### src/rtl/bt_pkg.sv
package bt_pkg;
  typedef enum logic [1:0] {
    ST_IDLE = 2'd0,
    ST_XFER = 2'd1,
    ST_DONE = 2'd2
  } bt_state_e;
endpackage

### src/rtl/bt_lowbit.sv
module bt_lowbit #(
  parameter int W  = 16,
  localparam int IW = $clog2(W)
) (
  input  logic [W-1:0]  mask_i,
  output logic [IW-1:0] idx_o,
  output logic          any_o
);
  always_comb begin
    idx_o = '0;
    for (int i = W - 1; i >= 0; i--) begin
      if (mask_i[i]) idx_o = IW'(i);
    end
    any_o = |mask_i;
  end
endmodule

### src/rtl/bt_addr_calc.sv
module bt_addr_calc #(
  parameter int AW   = 32,
  parameter int NREG = 16,
  parameter int STEP = 4,
  localparam int CW  = $clog2(NREG + 1)
) (
  input  logic [NREG-1:0] list_i,
  input  logic [AW-1:0]   base_i,
  input  logic            up_i,
  input  logic            before_i,
  output logic [CW-1:0]   cnt_o,
  output logic [AW-1:0]   start_o,
  output logic [AW-1:0]   wb_o
);
  logic [AW-1:0] span;

  always_comb begin
    cnt_o = '0;
    for (int i = 0; i < NREG; i++) cnt_o = cnt_o + CW'(list_i[i]);
  end

  assign span = AW'(cnt_o) * AW'(STEP);

  always_comb begin
    unique case ({before_i, up_i})
      2'b11:   start_o = base_i + AW'(STEP);
      2'b10:   start_o = base_i - span;
      2'b01:   start_o = base_i;
      default: start_o = base_i - span + AW'(STEP);
    endcase
    wb_o = up_i ? base_i + span : base_i - span;
  end
endmodule

### src/rtl/bt_block_xfer.sv
module bt_block_xfer #(
  parameter int AW   = 32,
  parameter int DW   = 32,
  parameter int NREG = 16,
  localparam int IW     = $clog2(NREG),
  localparam int CW     = $clog2(NREG + 1),
  localparam int STEP   = DW / 8,
  localparam int PC_IDX = NREG - 1
) (
  input  logic            clk_i,
  input  logic            rst_ni,
  input  logic            start_i,
  input  logic [NREG-1:0] reg_list_i,
  input  logic [AW-1:0]   base_i,
  input  logic            up_i,
  input  logic            before_i,
  input  logic            wb_i,
  input  logic            load_i,
  input  logic            s_bit_i,
  output logic            busy_o,
  output logic            done_o,
  output logic            mem_req_o,
  output logic            mem_we_o,
  output logic [AW-1:0]   mem_addr_o,
  output logic [DW-1:0]   mem_wdata_o,
  input  logic [DW-1:0]   mem_rdata_i,
  input  logic            mem_ack_i,
  output logic [IW-1:0]   rf_raddr_o,
  input  logic [DW-1:0]   rf_rdata_i,
  output logic            rf_we_o,
  output logic [IW-1:0]   rf_waddr_o,
  output logic [DW-1:0]   rf_wdata_o,
  output logic            base_wb_o,
  output logic [AW-1:0]   base_new_o,
  output logic            pc_flush_o,
  output logic            user_bank_o,
  output logic            restore_status_o
);
  import bt_pkg::*;

  bt_state_e       state_q;
  logic [NREG-1:0] mask_q;
  logic [AW-1:0]   addr_q, wb_val_q;
  logic            load_q, s_q, wb_q, pc_in_q, nonempty_q;

  logic [CW-1:0]   cnt;
  logic [AW-1:0]   start_addr, wb_addr;
  logic [IW-1:0]   cur_idx;
  logic            cur_any;
  logic [NREG-1:0] mask_next;
  logic            is_pc, xfer, fire;

  bt_addr_calc #(.AW(AW), .NREG(NREG), .STEP(STEP)) i_addr (
    .list_i(reg_list_i), .base_i(base_i), .up_i(up_i), .before_i(before_i),
    .cnt_o(cnt), .start_o(start_addr), .wb_o(wb_addr)
  );

  bt_lowbit #(.W(NREG)) i_low (
    .mask_i(mask_q), .idx_o(cur_idx), .any_o(cur_any)
  );

  assign xfer      = (state_q == ST_XFER);
  assign fire      = xfer && mem_ack_i;
  assign is_pc     = (cur_idx == IW'(PC_IDX));
  assign mask_next = mask_q & ~(NREG'(1) << cur_idx);

  always_ff @(posedge clk_i or negedge rst_ni) begin
    if (!rst_ni) begin
      state_q    <= ST_IDLE;
      mask_q     <= '0;
      addr_q     <= '0;
      wb_val_q   <= '0;
      load_q     <= 1'b0;
      s_q        <= 1'b0;
      wb_q       <= 1'b0;
      pc_in_q    <= 1'b0;
      nonempty_q <= 1'b0;
    end else begin
      unique case (state_q)
        ST_IDLE: if (start_i) begin
          mask_q     <= reg_list_i;
          addr_q     <= start_addr;
          wb_val_q   <= wb_addr;
          load_q     <= load_i;
          s_q        <= s_bit_i;
          wb_q       <= wb_i;
          pc_in_q    <= reg_list_i[PC_IDX];
          nonempty_q <= (cnt != '0);
          state_q    <= (cnt != '0) ? ST_XFER : ST_DONE;
        end
        ST_XFER: if (fire) begin
          mask_q <= mask_next;
          addr_q <= addr_q + AW'(STEP);
          if (mask_next == '0) state_q <= ST_DONE;
        end
        default: state_q <= ST_IDLE;
      endcase
    end
  end

  assign busy_o      = xfer;
  assign done_o      = (state_q == ST_DONE);
  assign mem_req_o   = xfer && cur_any;
  assign mem_we_o    = !load_q;
  // word alignment applies to loads only
  assign mem_addr_o  = load_q ? {addr_q[AW-1:2], 2'b00} : addr_q;
  assign rf_raddr_o  = cur_idx;
  assign mem_wdata_o = is_pc ? rf_rdata_i + DW'(STEP) : rf_rdata_i;
  assign rf_we_o     = fire && load_q;
  assign rf_waddr_o  = cur_idx;
  assign rf_wdata_o  = is_pc ? {mem_rdata_i[DW-1:2], 2'b00} : mem_rdata_i;

  assign base_wb_o        = done_o && wb_q && nonempty_q;
  assign base_new_o       = wb_val_q;
  assign pc_flush_o       = done_o && load_q && pc_in_q;
  assign restore_status_o = done_o && load_q && s_q && pc_in_q;
  assign user_bank_o      = xfer && s_q && !(load_q && pc_in_q);

  p_req_hold_r3: assert property (@(posedge clk_i) disable iff (!rst_ni)
    mem_req_o && !mem_ack_i |=> mem_req_o && $stable(mem_addr_o) && $stable(rf_raddr_o));
  p_load_align_r4: assert property (@(posedge clk_i) disable iff (!rst_ni)
    mem_req_o && !mem_we_o |-> mem_addr_o[1:0] == 2'b00);
  p_flush_in_done_r6: assert property (@(posedge clk_i) disable iff (!rst_ni)
    pc_flush_o |-> done_o && !busy_o);
  p_restore_excl_r8: assert property (@(posedge clk_i) disable iff (!rst_ni)
    !(restore_status_o && user_bank_o));
  p_busy_end_r9: assert property (@(posedge clk_i) disable iff (!rst_ni)
    $fell(busy_o) |-> done_o);
  p_done_pulse_r9: assert property (@(posedge clk_i) disable iff (!rst_ni)
    done_o |=> !done_o);
  p_wb_in_done_r1: assert property (@(posedge clk_i) disable iff (!rst_ni)
    base_wb_o |-> done_o);
  p_no_req_idle_r10: assert property (@(posedge clk_i) disable iff (!rst_ni)
    mem_req_o |-> busy_o);
endmodule

### config.mk
export PLATFORM = sky130hd
export DESIGN_NAME = bt_block_xfer
export DESIGN_NICKNAME = d
export VERILOG_FILES = /design/src/rtl/bt_pkg.sv /design/src/rtl/bt_lowbit.sv /design/src/rtl/bt_addr_calc.sv /design/src/rtl/bt_block_xfer.sv
export SDC_FILE = /design/constraint.sdc
export NUM_CORES = 1
export LEC_CHECK = 0
export BUFFER_PORTS_ARGS = -buffer_cell sky130_fd_sc_hd__clkbuf_2
export CORE_MARGIN = 2
export CORE_UTILIZATION = 40
export DETAILED_ROUTE_END_ITERATION = 12
export HOLD_SLACK_MARGIN = 0.15
export PLACE_DENSITY = 0.67
export SLEW_MARGIN = 0
export SYNTH_ARGS = -nofsm -noshare
export SYNTH_HDL_FRONTEND = slang
export SYNTH_SLANG_ARGS = --single-unit
### constraint.sdc
create_clock -name clk_i -period 3.7 [get_ports clk_i]
set_clock_uncertainty 0.15 [all_clocks]
set_input_delay 0.185 -clock clk_i [delete_from_list [all_inputs] [get_ports clk_i]]
set_output_delay 0.185 -clock clk_i [all_outputs]
set_load 0.05 [all_outputs]
==> flow_metrics.py, run 1 <==
metrics = {
    "global_route": {
        "globalRouteMet1Util_pct": 39.8,
        "grt_use_met2_pct": 48.8,
        "busiest_layer": "met2",
        "grt_pass1_wl_mm": 60.1,
        "grt_pass1_vias": 10771,
        "antenna_found_initial": 0,
        "grt_max_degree": 73,
        "grtUsageTotal_pct": 29.7,
        "use_met3_pct": 5.24,
        "gr-total-overflow": 0,
    },
    "finish": {
        "layout.cells.non_filler": 1954,
        "n_antenna_cell": 0,
        "finish.instance_area_um2": 14000,
        "area_delta_synth_final_pct": 45.6,
        "drive_gt1_share_pct": 40.5,
        "n_fill_cell": 2035,
        "final_util_pct": 59.4,
        "layout.nets": 1785,
    },
    "power": {
        "leakage_nw": 6.24,
        "p_per_area_nw_per_um2": 833,
        "p_sw_share_pct": 54.7,
        "p_switching_mw": 6.37,
        "sequentialPowerShare_pct": 16.2,
        "peakVddDrop_mv": 0.696,
        "combPwrFrac_pct": 75.5,
        "clockPowerShare_pct": 8.3,
        "internal-power_mw": 5.28,
    },
    "die": {
        "chipWidth_um": 159,
        "row_count": 56,
        "die_area_um2": 25300,
        "pin_count": 266,
        "initial_core_util_pct": 40.8,
        "fp.coreArea_um2": 23500,
        "die_h_um": 159,
    },
    "timing": {
        "relSlewSlack_pct": 33.3,
        "max_freq_mhz": 158,
        "setup_viol": 62,
        "worstMarginPinSlew_ns": 1.00,
        "fin_hold_ws_ns": 0.159,
        "fin_crit_sh_pct": 171,
        "fin_ws_ns": -2.62,
        "maxSlewViolCount": 0,
        "rsz0062_at_grt": "yes",
        "final.min_clock_period_ns": 6.32,
        "hold_viol_final": 0,
    },
    "cts": {
        "clk_pin_slew_ns": 0.08,
        "ctsLongestPathBuffers": 2,
        "clock-sinks": 87,
        "cts_tree": "yes",
        "root_buffer": "clkbuf_16",
        "htree_levels": 3,
        "clk-insertion-delay-late_ns": 0.36,
        "numCtsBuffers": 9,
    },
    "drt": {
        "drtPass1Iterations": 8,
        "ant_nets": 0,
        "drc": 0,
        "totalWireLength_mm": 39.3,
        "vias_per_cell": 5.78,
        "wl_per_cell_um": 20.1,
        "via_count": 11292,
        "drt_iter0_drc": 1098,
    },
    "critical_path": {
        "criticalPathCategory": "input pin to flop",
        "worstPathArrival_ns": 6.43,
        "end_kind": "flop",
        "crit_required_ns": 3.81,
        "cp_slowest_stage_delay_ns": 0.55,
        "cp_slowest_cell": "or4b_4",
        "startpoint_type": "input pin",
        "cpMostUsedCell": "fa_1",
        "path_cells": "buf_8 > ha_4 > inv_2 > fa_1 > inv_2 > fa_1 > fa_1 > inv_1 > fa_1 > fa_2 > fa_2 > xor2_4 > inv_2 > ha_4 > nor2_4 > o311a_4 > buf_6 > nor4_1 > mux2i_1 > a22oi_2 > o21ai_1 > or4b_4 > xor2_2 > a221oi_2",
        "worstPathMaxFanout": 6,
    },
    "status": {
        "outcome": "finished, violations left",
        "violations": "setup timing",
    },
    "flow_run": {
        "cap_viol_max_count": 0,
    },
    "logic_synthesis": {
        "ys_warn_count": 0,
        "syn_area_per_cell_um2": 7.40,
        "synth_cell_types": 88,
        "synthTopCellsByCount": "nand2_1 (154), o21ai_0 (112), nor2_1 (102)",
        "netlist.area_leader.share_pct": 22.7,
        "synth-seq-cells": 87,
        "yosysTopAreaCell": "dfrtp_1",
        "synth-seq-area-share_pct": 22.7,
        "async_reset_ff_share_pct": 100,
        "syn_nets": 1452,
        "ys.flop_type": "dfrtp_1",
        "yosys.cell_count.top_type": "nand2_1",
        "syn_area_um2": 9600,
        "synth_top_cells_by_area": "dfrtp_1 (23%), nand2_1 (6.0%), o21ai_0 (5.8%)",
        "synthCells": 1297,
        "synth_edf_count": 0,
    },
    "placed_design": {
        "place_hpwl_mm": 28.9,
        "post-place-cells": 1871,
        "placed_cell_area_um2": 12000,
        "gp_congestion": 0.960,
        "io_buffers": 201,
    },
    "hold_path": {
        "hold_class": "input pin to flop",
    },
}
==> metal layers <==
| metal | wire length, um | part of all wire, % |
|---|---|---|
| met1 | 16600 | 42 |
| met2 | 18500 | 47 |
| met3 | 3150 | 8.0 |
| met4 | 1080 | 2.7 |
| met5 | 0 | 0 |
==> logic make-up after synthesis <==
logic type,synth area share [%]
simple gates,27.0
compound gates,23.0
buf+inv,11.0
xor+xnor,9.39
flops,22.7
fa+ha+maj,5.47
mux,1.39
==> sequential cells by signal, indices dropped and copies added (netlist names) <==
register / count
pc_in_q: 1
nonempty_q: 1
state_q: 2
base_new_o: 32
mask_q: 16
wb_q: 1
s_q: 1
addr_q: 32
load_q: 1
==> power groups by stage <==
stage | Combinational, mW | Sequential (mW) | Clock [mW]
global route | 9.32 | 1.96 | 1.01
CTS | 8.10 | 1.87 | 0.966
global placement | 7.20 | 1.87 | 0
floorplan | 4.77 | 2.35 | 0
finish | 8.80 | 1.89 | 0.963
detailed placement | 7.27 | 1.89 | 0
==> worst paths after layout <==
kind	startpoint	to	slack, ns	depth (start not counted)
max	reg_list_i[1]	addr_q[29]	-2.62	24
min	base_i[28]	base_new_o[28]	0.16	3
max reg2reg	mask_q[15]	state_q[0]	0.37	10
min reg2reg	wb_q	wb_q	0.32	2
max in group asynchronous	rst_ni	base_new_o[3]	2.25	3
min in group asynchronous	rst_ni	base_new_o[21]	0.36	2
==> layout by cell type, fill, tap and decap left out, drive strengths merged, types with 27 or more instances in the layout <==
master	instances
o21ai	117
nand2	154
buf	246
dfrtp	87
dlygate4sd3	29
nand3	54
clkbuf	204
a21oi	81
and3	27
xnor2	58
inv	59
xor2	45
nor3	49
nor2	103
==> per-stage QoR <==
step | worst slack [ns] | setup TNS [ns] | power [mW]
final | -2.62 | -117.82 | 11.7
after global routing | -2.78 | -127.55 | 12.3
after CTS | -2.61 | -114.75 | 10.9
after detailed placement | -3.14 | -149.37 | 9.15
after global placement | -3.13 | -145.51 | 9.07
after floorplan | -2.65 | -108.90 | 7.12
==> critical path, delay by kind of cell <==
family | cells | cell delay (ns)
AND/OR/NAND/NOR | 3 | 0.91
multiplexers | 1 | 0.18
XOR/XNOR | 2 | 0.37
AO/OA/AOI/OAI | 4 | 0.96
adder cells (fa/ha/maj) | 8 | 3.36
buffers and inverters | 6 | 0.44
==> cell type report <==
cell class	instances	area, um^2	share of cell area (%)
clock buffer	9	225	1.61
clock inverter	7	73.8	0.528
inverter	56	213	1.52
multi-input combinational	1006	7570	54.1
sequential	87	2180	15.6
tap	319	399	2.85
timing repair buffer	470	3330	23.8
==> timing repair <==
action,4_1_cts,5_1_grt
pin swaps,74,75
setup buffers,29,24
gates resized for setup,157,122
endpoints found under the setup margin,76,88
hold endpoints to repair,102,0
hold buffers,29,0
Note: power is estimated with default switching activity, not from simulation.
==> run 2, diff against run 1 <==
Settings changed: ABC_AREA set to 1, PLACE_DENSITY 0.67 to 0.66.
==> flow_metrics.py, run 2 <==
metrics = {
    "status": {
        "outcome": "finished, violations left",
        "violations": "setup timing",
    },
    "timing": {
        "relSlewSlack_pct": 41.7,
        "maxSlewViolCount": 0,
        "fin_crit_sh_pct": 162,
        "fin_ws_ns": -2.29,
        "max_freq_mhz": 167,
        "rsz0062_at_grt": "yes",
        "setup_viol": 62,
        "hold_viol_final": 0,
        "worstMarginPinSlew_ns": 0.875,
        "final.min_clock_period_ns": 5.99,
    },
    "hold_path": {
        "whs_path_depth": 3,
        "hold_class": "input pin to flop",
    },
    "cts": {
        "ctsLongestPathBuffers": 2,
        "htree_levels": 3,
        "clk_pin_slew_ns": 0.07,
        "cts_tree": "yes",
        "clk-insertion-delay-late_ns": 0.35,
        "numCtsBuffers": 9,
        "root_buffer": "clkbuf_16",
        "clock-sinks": 87,
    },
    "placed_design": {
        "place_hpwl_mm": 30.8,
        "io_buffers": 201,
        "post-place-cells": 2237,
        "placed_cell_area_um2": 12600,
        "gp_congestion": 0.966,
        "post-place-ws_ns": -2.71,
    },
    "critical_path": {
        "worstPathArrival_ns": 6.08,
        "startpoint_type": "input pin",
        "cp_slowest_stage_delay_ns": 0.62,
        "cp_slowest_cell": "fa_2",
        "r2r_cells": 13,
        "worstPathMaxFanout": 6,
        "end_kind": "flop",
        "criticalPathCategory": "input pin to flop",
        "crit_required_ns": 3.79,
        "cpMostUsedCell": "fa_1",
    },
    "logic_synthesis": {
        "synthAdderAreaFrac_pct": 4.90,
        "synthTopCellsByCount": "nand2_1 (433), inv_1 (180), nor2_1 (163)",
        "synth_top_cells_by_area": "dfrtp_1 (21%), nand2_1 (15%), inv_1 (6.4%)",
        "ys_warn_count": 0,
        "syn_area_per_cell_um2": 6.30,
        "synthSimpleGateAreaFrac_pct": 36.5,
        "async_reset_ff_share_pct": 100,
        "synth_compound_gate_area_share_pct": 16.4,
        "ys.flop_type": "dfrtp_1",
        "yosys.area_share.xor_xnor_pct": 6.71,
        "synth_cell_types": 58,
        "yosysTopAreaCell": "dfrtp_1",
        "netlist.area_leader.share_pct": 20.7,
        "synth_mux_area_share_pct": 0,
        "synthCells": 1668,
        "syn_area_um2": 10500,
        "synth-seq-area-share_pct": 20.7,
        "synth-seq-cells": 87,
        "yosys.cell_count.top_type": "nand2_1",
        "synth_top_family_by_area": "simple AND/OR/NAND/NOR gates",
        "synth_edf_count": 0,
        "syn_nets": 1823,
    },
    "drt": {
        "totalWireLength_mm": 40.9,
        "via_count": 12559,
        "drtPass1Iterations": 5,
        "drc": 0,
        "drt_iter0_drc": 1148,
        "ant_nets": 0,
        "wl_per_cell_um": 17.4,
        "vias_per_cell": 5.36,
    },
    "finish": {
        "finish.instance_area_um2": 14500,
        "drive_gt1_share_pct": 34.8,
        "n_fill_cell": 2518,
        "final_util_pct": 55.9,
        "final_cell_mix": "nand2_1 (394), buf_4 (203), clkbuf_2 (195), inv_1 (166), nor2_1 (131)",
        "area_delta_synth_final_pct": 37.6,
        "layout_commonest_cell": "nand2_1",
        "n_antenna_cell": 0,
        "layout.cells.non_filler": 2345,
        "layout.nets": 2160,
    },
    "power": {
        "leakage_nw": 6.98,
        "peakVddDrop_mv": 0.592,
        "p_per_area_nw_per_um2": 771,
    },
    "die": {
        "die_area_um2": 27600,
        "chipWidth_um": 166,
        "fp.coreArea_um2": 25900,
        "pin_count": 266,
        "die_h_um": 166,
        "row_count": 59,
        "initial_core_util_pct": 40.6,
    },
    "flow_run": {
        "cap_viol_max_count": 0,
    },
    "global_route": {
        "grt_pass1_wl_mm": 63.7,
        "gr-total-overflow": 0,
        "grt_pass1_vias": 12066,
        "grtUsageTotal_pct": 28.7,
        "grt_max_degree": 67,
        "antenna_found_initial": 0,
    },
}
==> run 2: cell types whose count changed after synthesis, sizes merged, moves of 24 or more <==
cell	delta
and3	-26
clkbuf	-24
inv	+141
nand2	+302
nand3	+45
nor2	+87
xnor2	-42
==> run 2: where the power goes <==
part	total, mW	switching, mW	internal, mW	leakage, nW
clock network	0.971	0.439	0.533	0.144
registers	1.87	0.432	1.43	1.04
logic	8.32	5.39	2.93	5.80
total	11.2	6.26	4.90	6.98
==> run 2: worst paths after layout <==
check | to | start | slack, ns
min in group asynchronous | addr_q[26] | rst_ni | 0.33
hold / removal | base_new_o[14] | base_i[14] | 0.17
max in group asynchronous | base_new_o[19] | rst_ni | 2.32
hold reg to reg | base_new_o[11] | base_new_o[11] | 0.33
setup / recovery | addr_q[20] | reg_list_i[0] | -2.29
setup reg to reg | addr_q[30] | addr_q[2] | 0.62
==> run 2: cells by family after synthesis <==
kind of cell    after synthesis
compound gates              287
xor+xnor                     78
fa+ha+maj                    34
buf+inv                     334
flops                        87
simple gates                848
==> run 2: cell type report <==
class | instances | area, um^2 | area share, %
well taps | 335 | 419 | 2.90
flip-flops and latches | 87 | 2180 | 15.0
clock buffers | 9 | 225 | 1.56
multi-input cells | 1247 | 7650 | 52.8
inverters | 204 | 788 | 5.45
repair buffers | 456 | 3140 | 21.7
clock inverters | 7 | 78.8 | 0.545
==> run 2: repair_timing <==
action / in CTS / in global routing
buffers inserted: 37 / 30
setup endpoints to repair: 63 / 69
pin swaps: 66 / 91
hold buffers: 30 / 0
hold endpoints to repair: 90 / 0
gates resized for setup: 126 / 93
==> run 2: metrics by stage <==
step	hold WS (ns)	power [mW]	TNS (ns)
after floorplan	-0.261	7.18	-98.19
after global routing	0.195	11.9	-124.02
after CTS	0.150	10.7	-102.58
final	0.169	11.2	-110.17
after detailed placement	0.209	9.15	-137.22
after global placement	0.207	9.06	-134.17
==> run 2: worst max-delay path: cells and delay by family <==
kind	cells	cell delay [ns]
AOI/OAI and AO/OA	2	0.25
buffers and inverters	7	0.46
and+or+nand+nor	11	1.23
xor gates and xnor gates	2	0.33
adders and majority gates	8	3.58
==> run 2: per-layer routing <==
metal,vias up,global-route usage [%],wire (um)
met3,91,3.46,2840
met2,573,52.1,20800
met5,-,0,0
li1,6027,-,-
met4,0,11.3,1600
met1,5868,34.4,15700
